--- config.mk ---
export PLATFORM = sky130hd
export DESIGN_NAME = spi_flash_ctl
export DESIGN_NICKNAME = d
export VERILOG_FILES = /design/src/rtl/spi_flash_ctl.sv
export SDC_FILE = /design/constraint.sdc
export NUM_CORES = 1
export LEC_CHECK = 0
export BUFFER_PORTS_ARGS = -buffer_cell sky130_fd_sc_hd__buf_2
export CORE_ASPECT_RATIO = 0.75
export CORE_MARGIN = 2
export CORE_UTILIZATION = 51
export DETAILED_ROUTE_END_ITERATION = 10
export PLACE_DENSITY = 0.89
export REMOVE_ABC_BUFFERS = 1
export SETUP_SLACK_MARGIN = 0.02
export SKIP_LAST_GASP = 1
export SYNTH_ARGS = -nofsm -noshare
export SYNTH_HDL_FRONTEND = slang
export SYNTH_SLANG_ARGS = --single-unit
--- constraint.sdc ---
create_clock -name clk -period 2.9 [get_ports clk]
set_input_delay 0.58 -clock clk [delete_from_list [all_inputs] [get_ports clk]]
set_output_delay 0.58 -clock clk [all_outputs]
set_load 0.02 [all_outputs]
--- src/rtl/spi_flash_ctl.sv ---
module spi_flash_ctl #(
  parameter int WIN_AW = 24,
  parameter int DIV_W = 3,
  parameter logic [DIV_W-1:0] DIV_RST = 4
) (
  input  logic              clk,
  input  logic              rst_n,
  input  logic              bus_req,
  input  logic              bus_win,
  input  logic              bus_we,
  input  logic [WIN_AW-1:0] bus_addr,
  input  logic [3:0]        bus_be,
  input  logic [31:0]       bus_wdata,
  output logic [31:0]       bus_rdata,
  output logic              bus_ready,
  output logic              spi_sck,
  output logic              spi_cs_n,
  output logic              spi_mosi,
  input  logic              spi_miso
);
  localparam int GAP_W = 6;
  localparam logic [7:0] OP_RD = 8'h03;
  localparam logic [7:0] OP_WR = 8'h02;

  typedef enum logic [1:0] {S_IDLE, S_RUN, S_DONE} st_t;
  st_t st;

  logic [1:0] mode;
  logic stop, addr4, wen, x2;
  logic [3:0] gapc;
  logic [DIV_W-1:0] divc, hc;
  logic [GAP_W-1:0] hi_cnt;
  logic [2:0] bitc;
  logic [3:0] bi;
  logic [7:0] txsr, rxb, txb;
  logic [31:0] rxw;

  wire user = (mode == 2'b11);
  wire go_spi = user | ~bus_we | ((mode == 2'b10) & wen);
  wire [3:0] alen = addr4 ? 4'd4 : 4'd3;
  wire [3:0] hdr = user ? 4'd0 : alen + 4'd1;
  wire [3:0] last = hdr + 4'($countones(bus_be)) - 4'd1;
  wire [DIV_W-1:0] half = (divc == '0) ? DIV_W'(1) : divc;
  wire [4:0] gbase = 5'd16 - {1'b0, gapc};
  wire [GAP_W-1:0] gap_need = x2 ? {gbase, 1'b0} : {1'b0, gbase};
  wire gap_ok = user | (hi_cnt >= gap_need);
  wire start = (st == S_IDLE) & bus_req & bus_win & go_spi & gap_ok;
  wire tick = (st == S_RUN) & (hc == half - DIV_W'(1));
  wire [3:0] idx = (st == S_IDLE) ? 4'd0 : bi + 4'd1;
  wire [31:0] addr32 = 32'(bus_addr);
  wire [1:0] ashift = 2'(alen - idx);
  wire [1:0] dlane = 2'(idx - hdr);
  wire [1:0] rlane = 2'(bi - hdr);
  wire reg_wr = bus_req & ~bus_win & bus_we;

  always_comb begin
    if (!user && idx == 4'd0) txb = bus_we ? OP_WR : OP_RD;
    else if (!user && idx <= alen) txb = addr32[{ashift, 3'b000} +: 8];
    else txb = bus_we ? bus_wdata[{dlane, 3'b000} +: 8] : 8'h00;
  end

  assign bus_ready = bus_req & (~bus_win | ~go_spi | (st == S_DONE));
  assign bus_rdata = bus_win ? rxw :
                     bus_addr[2] ? 32'({divc, gapc, addr4, stop, mode}) : {30'd0, x2, wen};
  assign spi_cs_n = stop | ~(user | (st == S_RUN));
  assign spi_mosi = txsr[7];

  always_ff @(posedge clk or negedge rst_n) begin
    if (!rst_n) begin
      mode <= 2'b00; stop <= 1'b0; addr4 <= 1'b0; gapc <= 4'd0; divc <= DIV_RST;
      wen <= 1'b0; x2 <= 1'b0;
    end else if (reg_wr) begin
      if (bus_addr[2]) begin
        if (bus_be[0]) {gapc, addr4, stop, mode} <= bus_wdata[7:0];
        if (bus_be[1]) divc <= bus_wdata[8 +: DIV_W];
      end else if (bus_be[0]) begin
        {x2, wen} <= bus_wdata[1:0];
      end
    end
  end

  always_ff @(posedge clk or negedge rst_n) begin
    if (!rst_n) hi_cnt <= '1;
    else if (!spi_cs_n) hi_cnt <= '0;
    else if (hi_cnt != '1) hi_cnt <= hi_cnt + 1'b1;
  end

  always_ff @(posedge clk or negedge rst_n) begin
    if (!rst_n) begin
      st <= S_IDLE; hc <= '0; bitc <= '0; bi <= '0;
      txsr <= '0; rxb <= '0; rxw <= '0; spi_sck <= 1'b0;
    end else begin
      case (st)
        S_IDLE: if (start) begin
          st <= S_RUN; hc <= '0; bitc <= '0; bi <= '0;
          txsr <= txb; rxw <= '0; spi_sck <= 1'b0;
        end
        S_RUN: begin
          if (!tick) hc <= hc + DIV_W'(1);
          else begin
            hc <= '0;
            if (!spi_sck) begin
              spi_sck <= 1'b1;
              rxb <= {rxb[6:0], spi_miso};
            end else begin
              spi_sck <= 1'b0;
              if (bitc == 3'd7) begin
                if (bi >= hdr) rxw[{rlane, 3'b000} +: 8] <= rxb;
                if (bi == last) st <= S_DONE;
                else begin
                  bi <= bi + 4'd1; bitc <= '0; txsr <= txb;
                end
              end else begin
                bitc <= bitc + 3'd1;
                txsr <= {txsr[6:0], 1'b0};
              end
            end
          end
        end
        default: st <= S_IDLE;
      endcase
    end
  end
endmodule

# [Yosys cells after proc, flatten, opt, wreduce, memory -nomap -nowiden]
# Cells that the tools add are included.
[totals] regBits=80 latch_bits=0 ram_bits=0 rom_bits=0 word_cells=145 mem_count=0
[classes] addsub=16 n_mul=0 n_div=0 magnitude_cmp=3 eq_ne=17 shifts=4 muxes=50 bitwise_logic=22 n_reduce_logical=17
[op_table] cell="2-to-1 mux 32 bit" count=6
[op_table] cell="2-to-1 mux 8 bit" count=8
[op_table] cell="case mux 32 bit (2 select lines)" count=1
[op_table] cell="variable part select 32 x 6 -> 8 bit" count=2
[op_table] cell="bitwise mux 32 bit" count=1
[op_table] cell="variable shift 8 x 7 -> 32 bit, first input constant" count=1
[op_table] cell="variable part select 8 x 7 -> 32 bit" count=1
[op_table] cell="2-to-1 mux 4 bit" count=7
[op_table] cell="2-to-1 mux 3 bit" count=8
[op_table] cell="2-to-1 mux 6 bit" count=3
[op_table] cell="case mux 8 bit (2 select lines)" count=1
[op_table] cell="AND reduction 3 bit" count=5
[op_table] cell="case mux 3 bit (2 select lines)" count=2
[op_table] cell="AND reduction 6 bit" count=2
[op_table] cell="2-to-1 mux 11 bit" count=1
[op_table] cell="2-to-1 mux 2 bit" count=5
[op_table] cell="AND reduction 5 bit" count=2
[op_table] cell="AND 1 bit" count=9
[op_table] cell="!= test 2 x 1 -> 1 bit, second input constant" count=4
[op_table] cell="!= test 2 bit, second input constant" count=4
[op_table] cell="case mux 4 bit (2 select lines)" count=1
[op_table] cell="negator 5 -> 7 bit" count=1
[op_table] cell="bitwise OR 1 bit" count=7
[op_table] cell="adder 3 x 1 -> 3 bit, second input constant" count=2
[op_table] cell="31 further kinds" count=45

# [Longest topological paths before layout]
# Gate-level depths: netlist (run 1).
[logic_depth] depth_word=13 ltp_mapped=14 depth_no_buf=13

# [Least setup slack after synthesis (run 1)]
# No wires, ideal clock.
[synth_path] kind="input to register" from="input bus_be[0]" to="register txsr[1]" setup_time_ns=0.134 t_arrival_ns=2.893 required_time_ns=2.766 setup_slack_ns=-0.127 stages=14 n_path_buf=1 cell_sequence="inv_1 ha_1 fa_1 inv_1 ha_1 inv_1 fa_1 xnor2_1 xnor2_1 nand4_1 o21ai_0 a21oi_1 buf_4 mux2i_1"
[synth_between] elab_chain_len=7
[synth_rtl] item="start, declared" line_no="12" source="input logic [3:0] bus_be,"
[synth_rtl] item="adder 1 x 1 -> 2 bit (not written as such)" line_no="42" source="wire [3:0] last = hdr + 4'($countones(bus_be)) - 4'd1;"
[synth_rtl] item="adder 2 x 2 -> 3 bit (not written as such)" line_no="42"
[synth_rtl] item="adder 4 x 3 -> 4 bit" line_no="42"
[synth_rtl] item="subtractor 4 x 1 -> 4 bit" line_no="42"
[synth_rtl] item="equality test 4 bit" line_no="109" source="if (bi == last) st <= S_DONE;"
[synth_rtl] item="!= test 3 bit (no line)"
[synth_rtl] item="AND reduction 5 bit (no line)"
[synth_rtl] item="end signal, assigned" line_no="115" source="txsr <= {txsr[6:0], 1'b0};"
[synth_rtl] item="end, declared" line_no="35" source="logic [7:0] txsr, rxb, txb;"
# Every way passes these cells.
# A chain may end at the register's enable or synchronous reset.

# [Final worst setup path (run 1)]
[layout_path] from="input bus_be[2]" to="register txsr[1]"
# Same word-level chain as after synthesis.

==> results.md, run 1 <==
- The final layout contains 801 nets.
- The clock tree from TritonCTS is built.
- For this design, the sink count on the clock tree is 80.
- The transition time at the pin with the least slew margin is 1.05 ns.
- The number of distinct library cells after synthesis is 66.
- The congestion estimate from routability-driven global placement came to 0.893.
- The worst setup path is captured at a flop.
- The buffer cell driving the clock tree root is sky130_fd_sc_hd__clkbuf_16.
- The final worst-path setup slack is -0.0557 ns.
- In this run the most used layer during global routing was met2.
- Yosys mapped a number of flops with a built-in enable equal to 0.
- Global routing used 6.22% of the available met3 tracks.
- In the synthesized netlist the dominant register cell turns out to be sky130_fd_sc_hd__dfrtp_1.
- The final setup violation count is 11.
- The total power divided by cell area is 927 nW/um^2.
- The vertical extent of the die is 93.3 um.
- The critical path start-end classification is in2reg.
- Setup repair after global routing could not meet its margin everywhere.
- Synthesis handed over a netlist of 582 instances.
- Buffers placed on the I/O ports in this run total 101.
- The via density per instance is 5.97.
- Of the cells placed in the final design, the portion with a size suffix greater than 1 is 32.3%.
- The tool flagged a number of max-cap violations equal to 0.
- The period utilization is 102%.
- The slack of the worst reg-to-reg path is -0.03 ns.
- The clock transition at the register clock pins on the worst setup and hold paths after CTS is 0.06 ns.
- The first global-routing pass estimated 23,200 um of wire.
- Compared with the post-synthesis result, the final layout area differs by 24.7%.
- IR analysis of the VDD net gives a maximum drop of 0.000448 V.
- The via count of the first global-routing pass came to 4,861.
- The total count of max-transition violations in the final report is 0.
- The number of antenna repair diodes is 0.
- The clock latency reported for the late side of the worst-skew pair is 0.35 ns.
- The number of rows created at floorplan is 32.
- The library cell occupying the most area in the post-synthesis netlist is sky130_fd_sc_hd__dfrtp_1.
- For met2 alone, demand over resource in global routing was 42.1%.
- The area enclosed by the die boundary is 11,500 sq um.
- Detailed placement ended at an HPWL of 10,900 um.
- The total overflow left after global routing is 0.
- The remaining antenna violation count after routing is 0.
- Pin placement for this block handled 102 I/O pins.
- In the routed design, unresolved DRC markers number 0.
- The final number of hold-violating endpoints came to 0.
- A synthesized cell averages 9.32 sq um.
- The first detailed-routing pass ran for 5 iterations.
- The post-synthesis sequential element count is 80.
- The total standard cell area after synthesis is 5430 sq um.
- The via count is 5,038.
- The checks that failed: setup timing.
- The share of the synthesized area in the top cell type is 33.7%.
- Excluding fillers, the count of instances in the completed layout stands at 844.
- The first routing iteration left 541 violations.
- The critical-path maximum fanout is 8.
- The endpoint arrival time on the critical path is 3.22 ns.
- The reported leakage power is 3.09 nW.
- The number of antenna violations at the first check in global routing is 1.
- The fraction of registers with async set or reset after synthesis is 100%.
- In this run the tightest slew margin relative to its limit is 29.9%.
- The highest clock rate is 0.338 GHz.
- The starting density of the core is 52.5%.
- The element type at the critical path start is an input pin.
- In the final routed layout, each cell accounts on average for 18.9 um.
- Buffers inserted during clock tree synthesis total 9.
- Global routing consumed, on the met1 layer, 34.1% of the routing resources.
- The worst setup skew after layout is 0.00724 ns.
- The run finished, with violations left.
- The number of H-tree levels is 3.
- After floorplanning, the core was sized to cover 10,300 sq um.
- The routed wire length is 16,000 um.
- The worst endpoint required time is 3.16 ns.
- Entering global routing, the biggest net connects 81 pins.
- The clock passes through at most 2 buffers.
- The die is 123 um wide.
- The type of the most critical hold path is in2async.
- Ranked by total cell area, the synthesized netlist is headed by sky130_fd_sc_hd__dfrtp_1 (34%), sky130_fd_sc_hd__nand2_1 (7.7%), sky130_fd_sc_hd__ha_1 (6.9%).
- The worst hold margin is 0.419 ns.
- The post-synthesis sequential area ratio is 37.1%.
- Counting I/O delays and the setup requirement, the final critical path takes 2.96 ns.
- Once placement completed, the tool counted placed cells totaling 822.
- The total routing resource utilization after global routing is 26.3%.
- The Yosys step of the flow raised 0 warnings.
## registers in the layout (all words and copies together), names as in the netlist, 4 cells and up
| register | count |
|---|---|
| bi | 4 |
| gapc | 4 |
| hi_cnt | 6 |
| rxb | 8 |
| rxw | 32 |
| txsr | 8 |
## stage by stage
| step | setup slack [ns] | utilization [%] | area [sq um] | TNS, ns | power (mW) |
|---|---|---|---|---|---|
| 2_1_floorplan | -0.788 | - | 5310 | -6.95 | 3.85 |
| 3_3_place_gp | -0.471 | 59.8 | 6180 | -6.26 | 4.59 |
| 3_5_place_dp | -0.618 | 59.8 | 6180 | -8.79 | 4.76 |
| 4_1_cts | -0.0529 | 63.5 | 6560 | -0.721 | 5.99 |
| 5_1_grt | -0.149 | 65.5 | 6760 | -1.87 | 6.60 |
| 6_report | -0.0557 | 65.5 | 6760 | -0.346 | 6.27 |
## cell usage in the layout (no fill, tap or decap), drive strengths merged, types with 4 or more instances in the layout
master,instances
nand2b,6
o211ai,11
nor3,8
nor2,18
dfstp,7
and3,6
a31oi,5
buf,129
clkbuf,9
xnor2,15
a21oi,19
nand3,11
a211oi,6
a22o,6
ha,30
inv,45
dfrtp,73
mux4,7
o22ai,4
mux2i,29
o21ai,59
mux2,22
nand2,113
and2,22
## cell usage after synthesis (3+ instances only)
cell / number
sky130_fd_sc_hd__a211oi_1: 6
sky130_fd_sc_hd__a21oi_1: 19
sky130_fd_sc_hd__a22o_1: 6
sky130_fd_sc_hd__a31oi_1: 5
sky130_fd_sc_hd__and2_1: 22
sky130_fd_sc_hd__and3_1: 6
sky130_fd_sc_hd__buf_2: 8
sky130_fd_sc_hd__clkbuf_1: 9
sky130_fd_sc_hd__dfrtp_1: 73
sky130_fd_sc_hd__dfstp_2: 7
sky130_fd_sc_hd__ha_1: 30
sky130_fd_sc_hd__inv_1: 41
sky130_fd_sc_hd__mux2_2: 22
sky130_fd_sc_hd__mux2i_1: 29
sky130_fd_sc_hd__mux4_1: 5
sky130_fd_sc_hd__nand2_1: 112
sky130_fd_sc_hd__nand2b_1: 6
sky130_fd_sc_hd__nand3_1: 11
sky130_fd_sc_hd__nand4_1: 3
sky130_fd_sc_hd__nor2_1: 17
sky130_fd_sc_hd__nor3_1: 8
sky130_fd_sc_hd__nor4_2: 3
sky130_fd_sc_hd__o2111ai_1: 3
sky130_fd_sc_hd__o211ai_2: 5
sky130_fd_sc_hd__o21ai_0: 52
sky130_fd_sc_hd__o21ai_1: 6
sky130_fd_sc_hd__xnor2_1: 12
sky130_fd_sc_hd__xor2_1: 3
## power breakdown
group | internal, mW | switching (mW)
registers | 1.38 | 0.304
clock network | 0.676 | 0.512
logic | 1.44 | 1.96
total | 3.50 | 2.77
## cell families (layout without fill, tap and decap cells)
| logic type | count (synthesis) | after routing | share of synthesized area, % |
|---|---|---|---|
| compound gates | 127 | 131 | 15.8 |
| xor+xnor | 18 | 18 | 3.53 |
| flops | 80 | 80 | 37.1 |
| simple gates | 201 | 201 | 17.6 |
| mux | 58 | 58 | 13.2 |
| buf+inv | 66 | 188 | 5.19 |
| fa+ha+maj | 32 | 32 | 7.66 |
## final timing paths
kind                       startpoint      end  depth (start not counted)
hold / removal                  rst_n    st[1]                          1
min in group clk             spi_miso   rxb[0]                          2
setup reg to reg              mode[1]  txsr[1]                         14
hold reg to reg               rxw[28]  rxw[28]                          2
setup / recovery            bus_be[2]  txsr[1]                         15
max in group asynchronous       rst_n  gapc[0]                          1
## final cells by class
cell class                 instances  area, sq um
fill                             735         3570
multi-input combinational        440         3370
sequential                        80         2010
timing repair buffer             129          738
clock buffer                       9          225
tap                              136          170
inverter                          43          166
clock inverter                     7         80.1
## worst max-delay path: stages
cell	delay (ns)
sky130_fd_sc_hd__buf_6	0.10
sky130_fd_sc_hd__inv_4	0.05
sky130_fd_sc_hd__ha_4	0.19
sky130_fd_sc_hd__fa_1	0.46
sky130_fd_sc_hd__inv_1	0.07
sky130_fd_sc_hd__ha_2	0.18
sky130_fd_sc_hd__inv_2	0.04
sky130_fd_sc_hd__fa_2	0.35
sky130_fd_sc_hd__xnor2_2	0.16
sky130_fd_sc_hd__xnor2_2	0.16
sky130_fd_sc_hd__nand4_1	0.13
sky130_fd_sc_hd__o21ai_2	0.07
sky130_fd_sc_hd__a21oi_2	0.26
sky130_fd_sc_hd__buf_6	0.20
sky130_fd_sc_hd__mux2i_1	0.20
## routing by layer
layer  part of all wire [%]  vias up  routed length, um
met5                      0        -                  0
met4                    2.5        0                395
met3                     10       34               1610
met2                     48      292               7590
met1                     40     2418               6380
li1                       -     2294                  -
## timing repair
| action | CTS | global route |
|---|---|---|
| buffers inserted | 1 | 1 |
| hold buffers | 0 | 0 |
| setup endpoints to repair | 48 | 50 |
| gates resized for setup | 18 | 26 |
| cloned | 0 | 4 |
| pin swaps | 8 | 12 |
Note: power is estimated with default switching activity, not from simulation.
==> inputs of run 2 (changes only) <==
- BUFFER_PORTS_ARGS: -buffer_cell sky130_fd_sc_hd__buf_2 -> -buffer_cell sky130_fd_sc_hd__clkbuf_2
- SETUP_SLACK_MARGIN: 0.02 -> 0.15
==> run 2 against run 1 <==
- the flow still finishes with violations (setup timing)
- clock skew grew 0.0012 ns
- critical path depth shrank 1
- first-iteration DRC count shrank 3.9%
- sequential power is essentially flat
- highest routed layer unchanged
- non-clock buffer count grew 4
- combinational power grew 5%
- via count grew 1.8%
- count of clock-buffer cells in the layout is the same
- global-route usage grew 2.9 points
==> results.md, run 2 (synthesis results as in run 1) <==
- STA classifies the critical path startpoint as an input pin.
- The starting density of the core is 52.5% (unchanged).
- The max-cap violation count was 0 (unchanged).
- The launching point of the worst reg2reg path is mode[0].
- Setup repair after global routing could not meet its margin everywhere.
- The time the worst path needs with I/O delays and setup is 3.00 ns (+0.0437 ns).
- The critical-path maximum fanout is 3 (-5).
- The area of the core came to 10,300 sq um (unchanged).
- The via count is 5,130 (+1.8%).
- The number of design rule violations left after detail routing is 0 (unchanged).
- The placed instance count came to 823 (+0.12%).
- The run finished, with violations left.
- The slowest stage of the critical path belongs to the cell sky130_fd_sc_hd__fa_2.
- The count of nets after finishing was 805 (+0.50%).
- The final setup violation count was 13 (+2).
- The reported leakage power is 3.13 nW (+1.1%).
- The remaining antenna violation count after routing is 0 (unchanged).
- The number of antenna violations at the first check in global routing is 0 (-1).
- The total count of max-transition violations in the final report is 0 (unchanged).
- The post-layout instance area came to 6870 sq um (+1.6%).
- The worst hold margin is 0.403 ns (-0.0157 ns).
- The final reports fail on setup timing.
- The most flop-heavy register is rxw.
- The number of antenna repair diodes is 0 (unchanged).
- The number of clock sinks is 80 (unchanged).
- The area used by sequential logic in the layout came to 2010 sq um (-0.12%).
- The total routing resource utilization after global routing came to 29.2% (+2.9 points).
- The maximum vdd drop came to 0.000522 V (+16%).
- The endpoint arrival time on the critical path was 3.26 ns (+0.04 ns).
- The longest individual stage delay on the worst path is 0.58 ns (+0.12 ns).
- The placed instance area is 6190 sq um (+0.12%).
- The number of rows created at floorplan is 32 (unchanged).
- Compared with the post-synthesis result, the final layout area differs by 26.7%.
- Tracing the worst setup path back leads to its startpoint at bus_be[0].
- The headroom to the max-slew limit is 31.0% (+1.1 points).
- The highest clock rate is 0.333 GHz (-1.5%).
- The worst setup path is captured at a flop.
- The post-detailed-route wirelength per cell is 19.5 um (+2.9%).
- The top cell types in the final layout, fill and taps aside, are sky130_fd_sc_hd__nand2_1 (110), sky130_fd_sc_hd__clkbuf_2 (98), sky130_fd_sc_hd__dfrtp_1 (73).
- The flip-flop count of the largest register, all copies and words added is 32 (unchanged).
- The area enclosed by the die boundary is 11,500 sq um (unchanged).
- The area taken by multi-input logic gates came to 3440 sq um (+2.0%).
- The global-route wire length before repair is 25,600 um (+10%).
- The total CTS buffers is 9 (unchanged).
- The transition time at the pin with the least slew margin is 1.04 ns (-0.0162 ns).
- The first-pass detailed-route iteration total came to 7 (+2).
- The type of the most critical hold path is in2async.
- The critical path start-end classification is in2reg.
- The via density per instance is 6.05 (+1.3%).
- The worst endpoint required time is 3.16 ns (about the same).
- The largest net degree at the start of global routing was 79 (-2.5%).
- The library cell used most frequently in the layout, excluding fill and tap cells, is sky130_fd_sc_hd__nand2_1.
- The vertical extent of the die is 93.3 um (unchanged).
- The total power divided by cell area came to 940 nW/um^2 (+1.4%).
- The port buffer count is 101 (unchanged).
- The routed wire length is 16,500 um (+3.4%).
- The global placer's final weighted congestion is 0.914 (+2.4%).
- In this run the clock root is driven by a sky130_fd_sc_hd__clkbuf_16.
- The final cell count without fillers is 848 (+0.47%).
- The clock transition at the register clock pins on the worst setup and hold paths after CTS was 0.07 ns (about the same).
- The share of final-layout standard cells stronger than drive strength 1 is 33.7% (+1.4 points).
- The final core utilization came to 66.5% (+1.1 points).
- Traced cell by cell, the critical path runs through buf_8, inv_4, ha_4, fa_1, inv_1, ha_2, inv_2, fa_2, xor2_2, nand4_1, o21ai_2, a21oi_4, buf_6, mux2i_2.
- The top-level I/O count is 102 (unchanged).
- The worst setup slack before clock tree synthesis came to -0.572 ns (+0.0457 ns).
- The filler cell count in the final layout is 713 (-3.0%).
- The clock latency reported for the late side of the worst-skew pair is 0.35 ns (about the same).
- The buffer depth of the longest clock path was 2 (unchanged).
- The number of H-tree levels is 3 (unchanged).
- The worst setup skew after layout is 0.00846 ns (+0.00122 ns).
- The final worst-path setup slack is -0.0994 ns (-0.0437 ns).
- The via count of the first global-routing pass is 5,079 (+4.5%).
- TritonCTS built the clock tree.
- The total congestion overflow came to 0 (unchanged).
- The violation count after the first detailed-route iteration is 520 (-3.9%).
- The period utilization came to 103% (+1.5 points).
- The detailed placer's ending HPWL is 11,100 um (+1.1%).
- The largest registers in the layout are rxw (32), rxb (8), txsr (8).
- The final number of hold-violating endpoints is 0 (unchanged).
- The horizontal extent of the die is 123 um (unchanged).
[run 2: layer usage]
layer	vias to the layer above	track usage, %	part of all wire [%]
met1	2453	38.5	39
met3	56	7.26	10
li1	2302	-	-
met5	-	0	0
met4	0	10.9	3.1
met2	319	46.5	48
[run 2: cell type report]
| type | instances | area share [%] |
|---|---|---|
| clock buffer | 9 | 3.28 |
| clock inverter | 7 | 1.22 |
| inverter | 43 | 2.38 |
| multi-input combinational | 440 | 50.0 |
| sequential | 80 | 29.3 |
| tap | 136 | 2.48 |
| timing repair buffer | 133 | 11.3 |
[run 2: final timing paths]
path | end | slack (ns) | cells after the start
worst max-delay path | bitc[2] | -0.1 | 14
worst min-delay path | x2 | 0.40 | 1
worst max register to register | bitc[2] | -0.09 | 13
worst min register to register | rxw[20] | 0.47 | 2
max in group asynchronous | hi_cnt[5] | 1.77 | 2
min in group clk | rxb[0] | 0.47 | 2
[run 2: stage by stage]
step	TNS, ns	total power [mW]
6_report	-0.728	6.46
5_1_grt	-2.51	6.80
2_1_floorplan	-6.95	3.85
3_3_place_gp	-6.43	4.59
4_1_cts	-0.0107	6.15
3_5_place_dp	-7.73	4.77
[run 2: repair_timing]
item,4_1_cts,5_1_grt
pin swaps,6,18
setup endpoints to repair,49,53
setup buffers,3,2
cloned,4,0
hold buffers,0,0
resized for setup,31,37
[run 2: power by group]
part           internal (mW)  switching [mW]  total [mW]
Clock                  0.684           0.521        1.21
Combinational           1.49            2.06        3.56
Sequential              1.37           0.324        1.70
[run 2: worst max-delay path: cells and delay by family]
kind / cells / cell delay (ns)
simple gates: 1 / 0.14
buf+inv: 5 / 0.41
mux: 1 / 0.20
compound gates: 2 / 0.35
xor+xnor: 1 / 0.18
fa+ha+maj: 4 / 1.40
==> inputs of run 3 (changes only) <==
--- a/config.mk
+++ b/config.mk
@@ -12,3 +12,3 @@
 export DETAILED_ROUTE_END_ITERATION = 10
-export PLACE_DENSITY = 0.89
+export PLACE_DENSITY = 0.77
 export REMOVE_ABC_BUFFERS = 1
==> constraint.sdc (replaced) <==
create_clock -name clk -period 2.9 [get_ports clk]
set_input_delay 0.145 -clock clk [delete_from_list [all_inputs] [get_ports clk]]
set_output_delay 0.145 -clock clk [all_outputs]
set_load 0.02 [all_outputs]
==> run 3 against run 2 <==
- the flow finishes with violations (hold timing)
- non-clock buffer count increased by 4
- total power decreased by 0.43%
- critical endpoint is now txsr[3]
- clock power increased by 4%
==> results.md, run 3 (synthesis results as in run 1) <==
- The area growth from synthesis to layout is 25.7%.
- The clock transition at the register clock pins on the worst setup and hold paths after CTS is 0.06 ns (about the same).
- The detailed placer's ending HPWL is 11,200 um (+1.6%).
- The flip-flop count of the largest register, all copies and words added is 32 (unchanged).
- Setup repair after global routing could not meet its margin everywhere.
- The via count of the first global-routing pass was 4,688 (-7.7%).
- The switching portion of total power came to 42.7% (-2.3 points).
- The remaining antenna violation count after routing came to 0 (unchanged).
- The total CTS buffers is 9 (unchanged).
- The final core utilization is 66.0% (-0.53 points).
- The destination of the worst register-to-register timing path is txsr[3].
- The transition time at the pin with the least slew margin is 1.02 ns (-0.0121 ns).
- The starting density of the core was 52.5% (unchanged).
- In this design, the largest share of critical-path delay is due to adder cells.
- The post-layout instance area is 6820 sq um (-0.80%).
- The routed wire length is 15,500 um (-5.9%).
- The total count of max-transition violations in the final report is 0 (unchanged).
- The signal on the critical path passes through nand2_2, nand2_2, fa_1, inv_2, ha_4, inv_2, fa_2, xnor2_1, xnor2_1, nand4_1, o21ai_2, a21oi_4, buf_12, mux2i_2.
- The port buffer count was 101 (unchanged).
- The final reports fail on hold timing.
- The cell sitting at the root of the clock tree is a sky130_fd_sc_hd__clkbuf_16.
- Leaving out fill and tap cells, the most frequent cell in the layout is sky130_fd_sc_hd__nand2_1.
- The worst hold margin is -0.0511 ns (-0.454 ns).
- The time the worst path needs with I/O delays and setup is 2.89 ns (-0.114 ns).
- The internal portion of total power was 3.69 mW (+3.8%).
- The highest clock rate is 0.347 GHz (+3.9%).
- The cell with the largest stage delay on the worst path is sky130_fd_sc_hd__fa_1.
- The global-route wire length before repair is 23,700 um (-7.2%).
- The largest net degree at the start of global routing came to 81 (+2.5%).
- The flow ran to the end, but the final reports show violations.
- The number of antenna violations at the first check in global routing is 1 (+1).
- The reported leakage power was 3.15 nW (+0.53%).
- The critical-path maximum fanout is 5 (+2).
- The clock network fraction of total power came to 19.5% (+0.8 points).
- The via density per instance came to 5.77 (-4.7%).
- The switching power of the nets was 2.74 mW (-5.6%).
- The critical path is of the reg2reg type.
- The buffer depth of the longest clock path was 2 (unchanged).
- The number of H-tree levels is 3 (unchanged).
- The met2 wirelength from detailed routing is 7080 um (-10%).
- The count of nets after finishing is 807 (+0.25%).
- The via count was 4,901 (-4.5%).
- The share of final-layout standard cells stronger than drive strength 1 is 32.6% (-1.1 points).
- The violation count after the first detailed-route iteration is 371 (-29%).
- The total routing resource utilization after global routing was 27.0% (-2.2 points).
- The post-detailed-route wirelength per cell is 18.3 um (-6.1%).
- The routed metal-1 wire length is 6770 um (+4.8%).
- The launching point of the worst reg2reg path is mode[1].
- The power consumption was 6.43 mW (-0.43%).
- The horizontal extent of the die is 123 um (unchanged).
- The number of clock sinks came to 80 (unchanged).
- The proportion of power drawn by combinational gates is 54.3% (-0.7 points).
- The number of antenna repair diodes was 0 (unchanged).
- The top-level I/O count is 102 (unchanged).
- The met3 layer wire length in the routed design was 1390 um (-16%).
- The proportion of power drawn by flip-flops and latches is 26.2% (about the same).
- The longest individual stage delay on the worst path is 0.46 ns (-0.12 ns).
- The number of rows created at floorplan was 32 (unchanged).
- The area of the core is 10,300 sq um (unchanged).
- The total power divided by cell area is 943 nW/um^2 (+0.38%).
- STA classifies the critical path endpoint as a flop.
- The worst endpoint required time was 3.13 ns (-0.03 ns).
- The vertical extent of the die came to 93.3 um (unchanged).
- The max-cap violation count is 0 (unchanged).
- In this run the worst hold path is classified as in2async.
- Ranked by flip-flop count, first place goes to rxw.
- STA classifies the critical path startpoint as a flop.
- The worst setup skew after layout is 0.00791 ns (-0.000551 ns).
- The maximum vdd drop is 0.000608 V (+17%).
- TritonCTS built the clock tree.
- The total congestion overflow is 0 (unchanged).
- The quantity of hold-fixing buffers added after cts is 0 (unchanged).
- The final total negative setup slack came to 0 ns (+0.728 ns).
- The headroom to the max-slew limit is 31.8% (+0.81 points).
- The area enclosed by the die boundary is 11,500 sq um (unchanged).
- The highest metal layer carrying signal wires in the routed design is met5.
- The slack of the worst reg-to-reg path is 0.01 ns (+0.10 ns).
- The endpoint arrival time on the critical path was 3.11 ns (-0.15 ns).
- The number of design rule violations left after detail routing is 0 (unchanged).
- The period utilization is 99.5% (-3.9 points).
- The largest registers in the layout are rxw (32), rxb (8), txsr (8).
- The first-pass detailed-route iteration total is 5 (-2).
- The final setup violation count is 0 (-13).
- The filler cell count in the final layout was 819 (+15%).
- The placed instance area is 6210 sq um (+0.32%).
- The cell count of the worst reg-to-reg path is 14 (+1).
- The buffering stage count on the worst path with inverters included is 3 (-2).
- The clock latency reported for the late side of the worst-skew pair is 0.35 ns (about the same).
- The final number of hold-violating endpoints is 31 (+31).
- The top cell types in the final layout, fill and taps aside, are sky130_fd_sc_hd__nand2_1 (110), sky130_fd_sc_hd__clkbuf_2 (100), sky130_fd_sc_hd__dfrtp_1 (72).
- The global placer's final weighted congestion was 0.963 (+5.4%).
run 3: final cells by class:
type	count	area (sq um)	area share, %
Clock inverter	6	91.3	1.34
Inverter	43	161	2.37
Tap cell	136	170	2.50
Clock buffer	10	239	3.51
Multi-Input combinational cell	438	3320	48.7
Timing Repair Buffer	137	825	12.1
Sequential cell	80	2010	29.5
run 3: per-layer routing:
metal | GRT usage (%) | up-vias
li1 | - | 2302
met2 | 41.1 | 188
met3 | 7.80 | 32
met1 | 37.7 | 2377
met4 | 7.48 | 2
met5 | 0 | -
run 3: metrics by stage:
step / cells / setup slack (ns)
final: 850 / 0.0145
after global routing: 850 / -0.104
after CTS: 842 / 0.0914
after detailed placement: 824 / -0.0693
after global placement: 824 / 0.00355
after floorplan: 559 / -0.528
run 3: what timing repair did:
action,in CTS,in global routing
setup endpoints to repair,34,50
pin swaps,4,8
gates resized for setup,14,31
cloned,0,3
setup buffers,2,5
run 3: power by group through the flow:
| stage | clock network [mW] | registers [mW] | logic, mW |
|---|---|---|---|
| 6_report | 1.26 | 1.68 | 3.49 |
| 5_1_grt | 1.32 | 1.71 | 3.79 |
| 4_1_cts | 1.27 | 1.66 | 3.25 |
| 3_5_place_dp | 0 | 1.67 | 3.16 |
| 3_3_place_gp | 0 | 1.66 | 3.03 |
| 2_1_floorplan | 0 | 1.60 | 2.24 |
run 3: worst max path at each step:
stage                     slack, ns  endpoint  startpoint  depth (start not counted)
after floorplan               -0.53   bitc[0]     mode[1]                         13
after global placement        0.004   bitc[0]   bus_be[0]                         14
after detailed placement      -0.07   txsr[3]   bus_be[0]                         15
after CTS                      0.09   txsr[3]     mode[1]                         14
after global routing          -0.10   txsr[0]     mode[1]                         13
final                          0.01   txsr[3]     mode[1]                         14
run 3: worst reg2reg max path, cell delays in order (launching register included):
cell                      delay (ns)
sky130_fd_sc_hd__dfrtp_1        0.39
sky130_fd_sc_hd__nand2_2        0.09
sky130_fd_sc_hd__nand2_2        0.07
sky130_fd_sc_hd__fa_1           0.46
sky130_fd_sc_hd__inv_2          0.08
sky130_fd_sc_hd__ha_4           0.14
sky130_fd_sc_hd__inv_2          0.04
sky130_fd_sc_hd__fa_2           0.32
sky130_fd_sc_hd__xnor2_1        0.19
sky130_fd_sc_hd__xnor2_1        0.17
sky130_fd_sc_hd__nand4_1        0.16
sky130_fd_sc_hd__o21ai_2        0.22
sky130_fd_sc_hd__a21oi_4        0.13
sky130_fd_sc_hd__buf_12         0.16
sky130_fd_sc_hd__mux2i_2        0.15
